File: src/rtl/keyseq_wdog_pkg.sv
package keyseq_wdog_pkg;

    localparam int RATE_W = 3;
    localparam int CNT_W  = 16;
    localparam int DATA_W = 8;
    localparam int CTRL_W = 7;

    localparam logic [DATA_W-1:0] KEY_FIRST  = 8'h55;
    localparam logic [DATA_W-1:0] KEY_SECOND = 8'hAA;

    // Control word, MSB first: halt-in-debug, run-in-stop, run-in-wait, window, rate
    typedef struct packed {
        logic              debug_halt;
        logic              stop_run;
        logic              wait_run;
        logic              win_en;
        logic [RATE_W-1:0] rate;
    } wd_ctrl_t;

    typedef enum logic {
        KS_WANT_FIRST  = 1'b0,
        KS_WANT_SECOND = 1'b1
    } key_state_t;

    function automatic int rate_log2(input logic [RATE_W-1:0] r);
        case (r)
            3'd1:    return 6;
            3'd2:    return 8;
            3'd3:    return 10;
            3'd4:    return 12;
            3'd5:    return 13;
            3'd6:    return 14;
            3'd7:    return 16;
            default: return 0;
        endcase
    endfunction

    // Counter load value: period minus one
    function automatic logic [CNT_W-1:0] rate_load(input logic [RATE_W-1:0] r);
        int k;
        k = rate_log2(r);
        if (k == 0) return '0;
        return CNT_W'((32'd1 << k) - 32'd1);
    endfunction

    // Counter values at or above this are in the early (closed) part of the period
    function automatic logic [CNT_W-1:0] rate_quarter(input logic [RATE_W-1:0] r);
        int k;
        k = rate_log2(r);
        if (k < 2) return '0;
        return CNT_W'(32'd1 << (k - 2));
    endfunction

endpackage

File: src/rtl/wdog_ctrl_reg.sv
module wdog_ctrl_reg
    import keyseq_wdog_pkg::*;
#(
    parameter logic [RATE_W-1:0] RST_RATE = '0
) (
    input  logic              clk,
    input  logic              rst,
    input  logic              ssc_mode,
    input  logic              wr,
    input  logic [CTRL_W-1:0] wdata,
    output wd_ctrl_t          ctrl
);

    always_ff @(posedge clk) begin
        if (rst) begin
            ctrl      <= '0;
            ctrl.rate <= ssc_mode ? {RATE_W{1'b1}} : RST_RATE;
        end else if (wr) begin
            ctrl <= wd_ctrl_t'(wdata);
        end
    end

endmodule

File: src/rtl/wdog_modcnt.sv
module wdog_modcnt
    import keyseq_wdog_pkg::*;
(
    input  logic             clk,
    input  logic             rst,
    input  logic [CNT_W-1:0] rst_load,
    input  logic [CNT_W-1:0] load_val,
    input  logic [CNT_W-1:0] quarter,
    input  logic             reload,
    input  logic             cnt_en,
    output logic [CNT_W-1:0] cnt,
    output logic             expire,
    output logic             early
);

    assign expire = cnt_en && (cnt == '0);
    assign early  = (cnt >= quarter);

    always_ff @(posedge clk) begin
        if (rst) begin
            cnt <= rst_load;
        end else if (reload) begin
            cnt <= load_val;
        end else if (cnt_en && (cnt != '0)) begin
            cnt <= cnt - 1'b1;
        end
    end

endmodule

File: src/rtl/wdog_key_fsm.sv
module wdog_key_fsm
    import keyseq_wdog_pkg::*;
(
    input  logic              clk,
    input  logic              rst,
    input  logic              clear,
    input  logic              arm_wr,
    input  logic [DATA_W-1:0] data,
    input  logic              early_block,
    output key_state_t        state,
    output logic              key_ok,
    output logic              key_bad
);

    logic want_match;

    always_comb begin
        if (state == KS_WANT_FIRST) want_match = (data == KEY_FIRST);
        else                        want_match = (data == KEY_SECOND);
    end

    assign key_bad = arm_wr && (early_block || !want_match);
    assign key_ok  = arm_wr && !early_block && want_match && (state == KS_WANT_SECOND);

    always_ff @(posedge clk) begin
        if (rst || clear) begin
            state <= KS_WANT_FIRST;
        end else if (arm_wr && !key_bad) begin
            state <= (state == KS_WANT_FIRST) ? KS_WANT_SECOND : KS_WANT_FIRST;
        end
    end

endmodule

File: src/rtl/keyseq_wdog.sv
module keyseq_wdog
    import keyseq_wdog_pkg::*;
#(
    parameter logic [RATE_W-1:0] RST_RATE = '0
) (
    input  logic              clk,
    input  logic              rst,
    input  logic              tick,
    input  logic              wr_en,
    input  logic              wr_sel,
    input  logic [DATA_W-1:0] wr_data,
    input  logic              ssc_mode,
    input  logic              in_wait,
    input  logic              in_stop,
    input  logic              dbg_active,
    output logic              wdog_rst_req
);

    wd_ctrl_t          ctrl_q;
    key_state_t        key_st;
    logic [RATE_W-1:0] cur_rate;
    logic              win_on;
    logic              enabled;
    logic              ctrl_wr;
    logic              arm_wr;
    logic              cnt_en;
    logic              early;
    logic              expire;
    logic              key_ok;
    logic              key_bad;
    logic              fault;
    logic              reload;
    logic [CNT_W-1:0]  cur_load;
    logic [CNT_W-1:0]  load_val;
    logic [CNT_W-1:0]  rst_load;
    logic [CNT_W-1:0]  cnt_val;

    assign cur_rate = ctrl_q.rate;
    assign win_on   = ctrl_q.win_en;
    assign enabled  = (cur_rate != '0);
    assign ctrl_wr  = wr_en && !wr_sel;
    assign arm_wr   = wr_en && wr_sel && enabled;

    assign cnt_en = tick && enabled
                 && !(in_wait    && !ctrl_q.wait_run)
                 && !(in_stop    && !ctrl_q.stop_run)
                 && !(dbg_active &&  ctrl_q.debug_halt);

    assign cur_load = rate_load(cur_rate);
    assign load_val = ctrl_wr ? rate_load(wr_data[RATE_W-1:0]) : cur_load;
    assign rst_load = rate_load(ssc_mode ? {RATE_W{1'b1}} : RST_RATE);

    assign fault  = expire || key_bad;
    assign reload = ctrl_wr || key_ok || fault;

    wdog_ctrl_reg #(.RST_RATE(RST_RATE)) u_ctrl (
        .clk      (clk),
        .rst      (rst),
        .ssc_mode (ssc_mode),
        .wr       (ctrl_wr),
        .wdata    (wr_data[CTRL_W-1:0]),
        .ctrl     (ctrl_q)
    );

    wdog_modcnt u_cnt (
        .clk      (clk),
        .rst      (rst),
        .rst_load (rst_load),
        .load_val (load_val),
        .quarter  (rate_quarter(cur_rate)),
        .reload   (reload),
        .cnt_en   (cnt_en),
        .cnt      (cnt_val),
        .expire   (expire),
        .early    (early)
    );

    wdog_key_fsm u_key (
        .clk         (clk),
        .rst         (rst),
        .clear       (ctrl_wr || fault),
        .arm_wr      (arm_wr),
        .data        (wr_data),
        .early_block (win_on && early),
        .state       (key_st),
        .key_ok      (key_ok),
        .key_bad     (key_bad)
    );

    always_ff @(posedge clk) begin
        if (rst) wdog_rst_req <= 1'b0;
        else     wdog_rst_req <= fault;
    end

endmodule

File: config.mk
export PLATFORM = sky130hd
export DESIGN_NAME = keyseq_wdog
export DESIGN_NICKNAME = d
export VERILOG_FILES = /design/src/rtl/keyseq_wdog_pkg.sv /design/src/rtl/wdog_ctrl_reg.sv /design/src/rtl/wdog_modcnt.sv /design/src/rtl/wdog_key_fsm.sv /design/src/rtl/keyseq_wdog.sv
export SDC_FILE = /design/constraint.sdc
export NUM_CORES = 1
export LEC_CHECK = 0
export ABC_AREA = 1
export BUFFER_PORTS_ARGS = -buffer_cell sky130_fd_sc_hd__buf_2
export CAP_MARGIN = 40
export CORE_UTILIZATION = 54
export CTS_CLUSTER_SIZE = 40
export DETAILED_ROUTE_END_ITERATION = 10
export PLACE_DENSITY_LB_ADDON = 0.05
export SLEW_MARGIN = 20
export SYNTH_ARGS = -nofsm -noshare
export SYNTH_HDL_FRONTEND = slang
export SYNTH_SLANG_ARGS = --single-unit
File: constraint.sdc
create_clock -name clk -period 4.2 [get_ports clk]
set_input_delay 0.42 -clock clk [delete_from_list [all_inputs] [get_ports clk]]
set_output_delay 0.42 -clock clk [all_outputs]
set_load 0.02 [all_outputs]
==> results of run 1 <==
==> registers in the layout, indices dropped and copies added (netlist names) <==
register and flops:
u_cnt.cnt 16, u_ctrl.ctrl 7, u_key.state 1, wdog_rst_req 1
==> timing repair <==
action / 4_1_cts / 5_1_grt
hold buffers: 0 / 0
resized for setup: 0 / 4
hold endpoints to repair: 0 / 0
buffers inserted: 0 / 6
endpoints found under the setup margin: 0 / 33
==> power breakdown <==
part           switching [uW]  leakage (uW)  total, uW  internal [uW]
clock                    82.0     0.0000260        150           67.8
combinational             199       0.00105        328            129
sequential               32.1      0.000246        337            305
==> area by class of cell <==
| cell class | instances | area, um^2 | share of cell area |
|---|---|---|---|
| tap | 50 | 62.6 | 0.0234 |
| clock buffer | 3 | 41.3 | 0.0155 |
| multi-input combinational | 279 | 1540 | 0.578 |
| inverter | 42 | 158 | 0.0590 |
| timing repair buffer | 28 | 168 | 0.0628 |
| clock inverter | 1 | 6.26 | 0.00234 |
| sequential | 25 | 691 | 0.259 |
==> synth_stat cells, types with 2 or more instances <==
master / n / area [um^2]
nand2_1: 100 / 375
inv_1: 41 / 154
nor2_1: 35 / 131
nand3_1: 22 / 110
edfxtp_1: 19 / 571
ha_1: 19 / 238
o21ai_0: 16 / 80.1
a21oi_1: 14 / 70.1
nand2_2: 10 / 62.6
nand4_1: 8 / 50.1
nor3_1: 8 / 40.0
xor2_1: 8 / 70.1
xnor2_1: 7 / 61.3
dfxtp_1: 6 / 120
clkbuf_1: 4 / 15.0
nor2_2: 4 / 25.0
nand3_2: 3 / 30.0
o21bai_1: 3 / 22.5
buf_2: 2 / 10.0
nor3_2: 2 / 20.0
o22ai_1: 2 / 12.5
==> routing by layer <==
metal	vias to the layer above	GRT usage
met3	9	0.0181
li1	1187	-
met2	66	0.433
met1	1006	0.355
met5	-	0
met4	0	0.0791
==> through the flow <==
| stage | cells | cell area [um^2] | power, uW | setup slack [ps] | util |
|---|---|---|---|---|---|
| finish | 428 | 2670 | 815 | 435 | 0.644 |
| global route | 428 | 2670 | 878 | 5.42 | 0.644 |
| CTS | 422 | 2610 | 796 | 132 | 0.630 |
| detailed placement | 418 | 2560 | 648 | 160 | 0.619 |
| global placement | 418 | 2560 | 645 | 253 | 0.619 |
| floorplan | 354 | 2430 | 573 | 135 | - |
==> tightest hold or removal path: stages <==
cell,delay (ps)
buf_2,100
nor2_1,50
nor2_1,80
==> kinds of logic (layout without fill, tap and decap cells) <==
group | count (synthesis) | in the layout
AO/OA/AOI/OAI | 37 | 37
XOR/XNOR | 15 | 15
AND/OR/NAND/NOR | 200 | 200
buffers and inverters | 50 | 74
flip-flops | 25 | 25
adder cells (fa/ha/maj) | 19 | 19
other | 1 | 8
==> worst max path at each step <==
stage / endpoint / slack [ps]
after floorplan: u_cnt.cnt[0] / 130
after global placement: u_cnt.cnt[13] / 250
after detailed placement: u_cnt.cnt[11] / 160
after CTS: u_cnt.cnt[11] / 130
after global routing: u_cnt.cnt[10] / 5
final: u_cnt.cnt[11] / 430
==> results.yml, run 1 <==
run_status:
  status: "complete, no violations"
flow_run:
  drv_cap: 0
setup_path:
  startpoint_type: "flop"
  cp_num_buf_inv: 3
  timing.rr.start: "u_ctrl.ctrl[1]"
  path_delay_family: "simple AND/OR/NAND/NOR gates"
  critPathMaxFanout: 7
  regToRegEndpoint: "u_cnt.cnt[11]"
  max_stage_delay_ps: 390
  worstSetupPathDepth: 26
  required_ps: 4210
  crit_start: "u_ctrl.ctrl[1]"
  rrSetupSlack_ps: 430
  crit_path_end_kind: "flop"
  cpMaxStageDelayCell: "edfxtp_1"
  cp.arrival_ps: 3780
  crit_top_cell: "nand2_1"
  ff2ff_path_depth: 26
  critical_path_class: "flop to flop"
synth:
  synth_area_per_cell_um2: 6.93
  synthFlopType: "edfxtp_1"
  synth-xor-area-share: 0.0547
  synth_seq_cells: 25
  yosys_warnings: 0
  synth.distinct_cells: 35
  yosys.area_share.simple: 0.388
  synth-edff-count: 19
  synthCells: 347
  synthMuxAreaShare: 0
  yosysSeqAreaShare: 0.287
  synth_fa_ha_area_frac: 0.0989
  synth_area_um2: 2400
  synth_top_family_by_area: "simple AND/OR/NAND/NOR gates"
  synth_compound_area_frac: 0.0828
  synthArstFlopShare: 0
detailed_routing:
  drc: 0
  vias_per_cell: 5.30
  wl_met2_um: 2430
  wl_met1_um: 2700
  drt-wirelength-per-cell_um: 12.7
  first_pass_iters: 5
  vias: 2268
  drt_iter0_drc: 113
  routed.top_layer: "met4"
  drt-total-wl_um: 5430
  wl_met3_um: 210
  antenna_left: 0
hold_path:
  worstHoldPathCells: 3
  hold_start: "wr_data[6]"
  min_to: "u_ctrl.ctrl[6]"
  hp-class: "primary input to flop"
cells_and_area:
  syn2layout_area_growth_pct: 11.1
  final_cell_mix: "nand2_1, inv_1, nor2_1"
  drive_gt1_frac: 0.159
  nets: 415
  fillers: 385
  layout_commonest_cell: "nand2_1"
  antennaDiodeCount: 0
timing:
  relSlewSlack: 0.486
  skew_ps: 2.64
  period_share: 0.897
  setup_violations: 0
  hold_slack_ps: 404
  fmax_mhz: 266
  setup_tns_ps: 0
  timing.final.max_slew_violations: 0
  worst_slew_pin_slew_ps: 771
  hold_violations: 0
  rsz0062_at_grt: "false"
  fin_crit_ps: 3770
power:
  p_per_area_nw_per_um2: 305
  p_leak_uw: 0.00132
  vdd_drop_max_mv: 0.179
placed_design:
  routabilityCongestion: 0.949
  hpwlAfterDp_um: 4370
  numPortBuffers: 17
clock_tree:
  cts.htree.levels: 1
  cts_buffers: 3
  clock-sinks: 25
  tritoncts: "built"
  worstSkewPairLatency_ps: 270
  clockBufferDepth: 2
  cts.clk_slew.worst_paths_ps: 90
  root_buffer: "clkbuf_8"
global_routing:
  grt_usage: 0.259
  grt_max_degree: 24
  grt_antenna_before_repair: 0
  grt-ovfl-total: 0
  grt_pass1_wl_um: 9000
  grt_pass1_vias: 2016
floorplan:
  die_y_um: 68.7
  core-area_um2: 4140
  die_area_um2: 4720
  start_util: 0.580
  num_io_pins: 18
  rows: 23
  die_w_um: 68.7
No activity file was read; power rests on OpenSTA's default activity.
==> run 2: changes to the inputs <==
Settings changed: RECOVER_POWER set to 100, SLEW_MARGIN 20 to not set.
==> results.yml, run 2 (synthesized netlist as in run 1, its figures left out) <==
timing:
  worst_slew_pin_slew_ps: 765
  period_share: 0.893
  timing.final.ws_setup_ps: 449
  setup_tns_ps: 0
  timing.final.max_slew_violations: 0
  skew_ps: 2.63
  relSlewSlack: 0.489
  hold_violations: 0
  fin_crit_ps: 3750
  fmax_mhz: 267
  setup_violations: 0
  rsz0062_at_grt: "false"
  hold_slack_ps: 405
setup_path:
  startpoint_type: "flop"
  max_stage_delay_ps: 390
  crit_top_cell: "nand2_1"
  crit_path_end_kind: "flop"
  required_ps: 4210
  cp.arrival_ps: 3760
  cpMaxStageDelayCell: "edfxtp_1"
  ff2ff_path_depth: 26
  critPathMaxFanout: 7
  worstSetupPathDepth: 26
  critical_path_class: "flop to flop"
  path_delay_family: "simple AND/OR/NAND/NOR gates"
  cp_num_buf_inv: 3
placed_design:
  dpl-instance-area_um2: 2560
  hpwlAfterDp_um: 4370
  numPortBuffers: 17
  pre_cts_ws_ps: 160
  routabilityCongestion: 0.949
clock_tree:
  cts.clk_slew.worst_paths_ps: 90
  clockBufferDepth: 2
  cts_buffers: 3
  tritoncts: "built"
  clock-sinks: 25
  cts_hold_buf: 0
  cts.htree.levels: 1
  root_buffer: "clkbuf_8"
  worstSkewPairLatency_ps: 270
detailed_routing:
  drt-wirelength-per-cell_um: 12.8
  routed.top_layer: "met4"
  antenna_left: 0
  wl_met2_um: 2430
  drc: 0
  vias_per_cell: 5.34
  first_pass_iters: 6
  vias: 2285
  drt_iter0_drc: 110
  drt-total-wl_um: 5460
  wl_met1_um: 2690
  wl_met3_um: 252
cells_and_area:
  drive_gt1_frac: 0.151
  design_area_um2: 2660
  final_cell_mix: "nand2_1, inv_1, nor2_1"
  syn2layout_area_growth_pct: 10.6
  regMostFlops: "u_cnt.cnt"
  nets: 415
  fillers: 389
  largest_registers: "u_cnt.cnt x16, u_ctrl.ctrl x7"
  layout_commonest_cell: "nand2_1"
  antennaDiodeCount: 0
  regArea_um2: 691
  largest_reg_flops: 16
  multi_input_area_um2: 1540
floorplan:
  die_area_um2: 4720
  core-area_um2: 4140
  rows: 23
  num_io_pins: 18
  die_w_um: 68.7
  die_y_um: 68.7
  start_util: 0.580
global_routing:
  grt_antenna_before_repair: 0
  grt_usage: 0.259
  grt-ovfl-total: 0
  grt_pass1_vias: 2016
  grt_max_degree: 24
  grt_pass1_wl_um: 9000
power:
  p_leak_uw: 0.00131
  p_per_area_nw_per_um2: 306
  vdd_drop_max_mv: 0.179
hold_path:
  worstHoldPathCells: 3
  hp-class: "primary input to flop"
run_status:
  status: "complete, no violations"
flow_run:
  drv_cap: 0
==> run 2: final cells by class <==
class | instances | share of cell area
multi-input cells | 279 | 0.578
flip-flops and latches | 25 | 0.260
repair buffers | 28 | 0.0612
inverters | 42 | 0.0593
well taps | 50 | 0.0235
clock buffers | 3 | 0.0155
clock inverters | 1 | 0.00235
==> run 2: metal layers <==
layer  up-vias  global-route usage
met3         9              0.0181
met4         0              0.0791
met2        71               0.433
met5         -                   0
li1       1185                   -
met1      1020               0.355
==> run 2: path summary, 6_finish.rpt <==
kind                       start              to  slack, ps
setup reg to reg  u_ctrl.ctrl[1]   u_cnt.cnt[11]        450
hold reg to reg   u_ctrl.ctrl[5]  u_ctrl.ctrl[5]        470
hold / removal        wr_data[6]  u_ctrl.ctrl[6]        400
setup / recovery  u_ctrl.ctrl[1]   u_cnt.cnt[11]        450
==> run 2: worst reg2reg max path, delay by kind of cell, from the launching register on <==
| family | cells | cell delay, ps |
|---|---|---|
| adder cells (fa/ha/maj) | 3 | 720 |
| AND/OR/NAND/NOR | 20 | 1990 |
| buffers and inverters | 3 | 380 |
| flip-flops | 1 | 390 |
==> run 2: metrics by stage <==
| step | power [uW] | utilization | std cells |
|---|---|---|---|
| 2_1_floorplan | 573 | - | 354 |
| 3_3_place_gp | 645 | 0.619 | 418 |
| 3_5_place_dp | 648 | 0.619 | 418 |
| 4_1_cts | 796 | 0.630 | 422 |
| 5_1_grt | 877 | 0.642 | 428 |
| 6_report | 813 | 0.642 | 428 |
==> run 2: where the power goes <==
group / switching (uW) / internal, uW / total [uW]
registers: 32.1 / 305 / 337
clock network: 81.5 / 67.8 / 149
logic: 200 / 128 / 327
==> run 2: timing repair <==
action | in CTS | in global routing
setup buffers | 0 | 6
endpoints found under the hold margin | 0 | 0
endpoints found under the setup margin | 0 | 33
gates resized for setup | 0 | 4
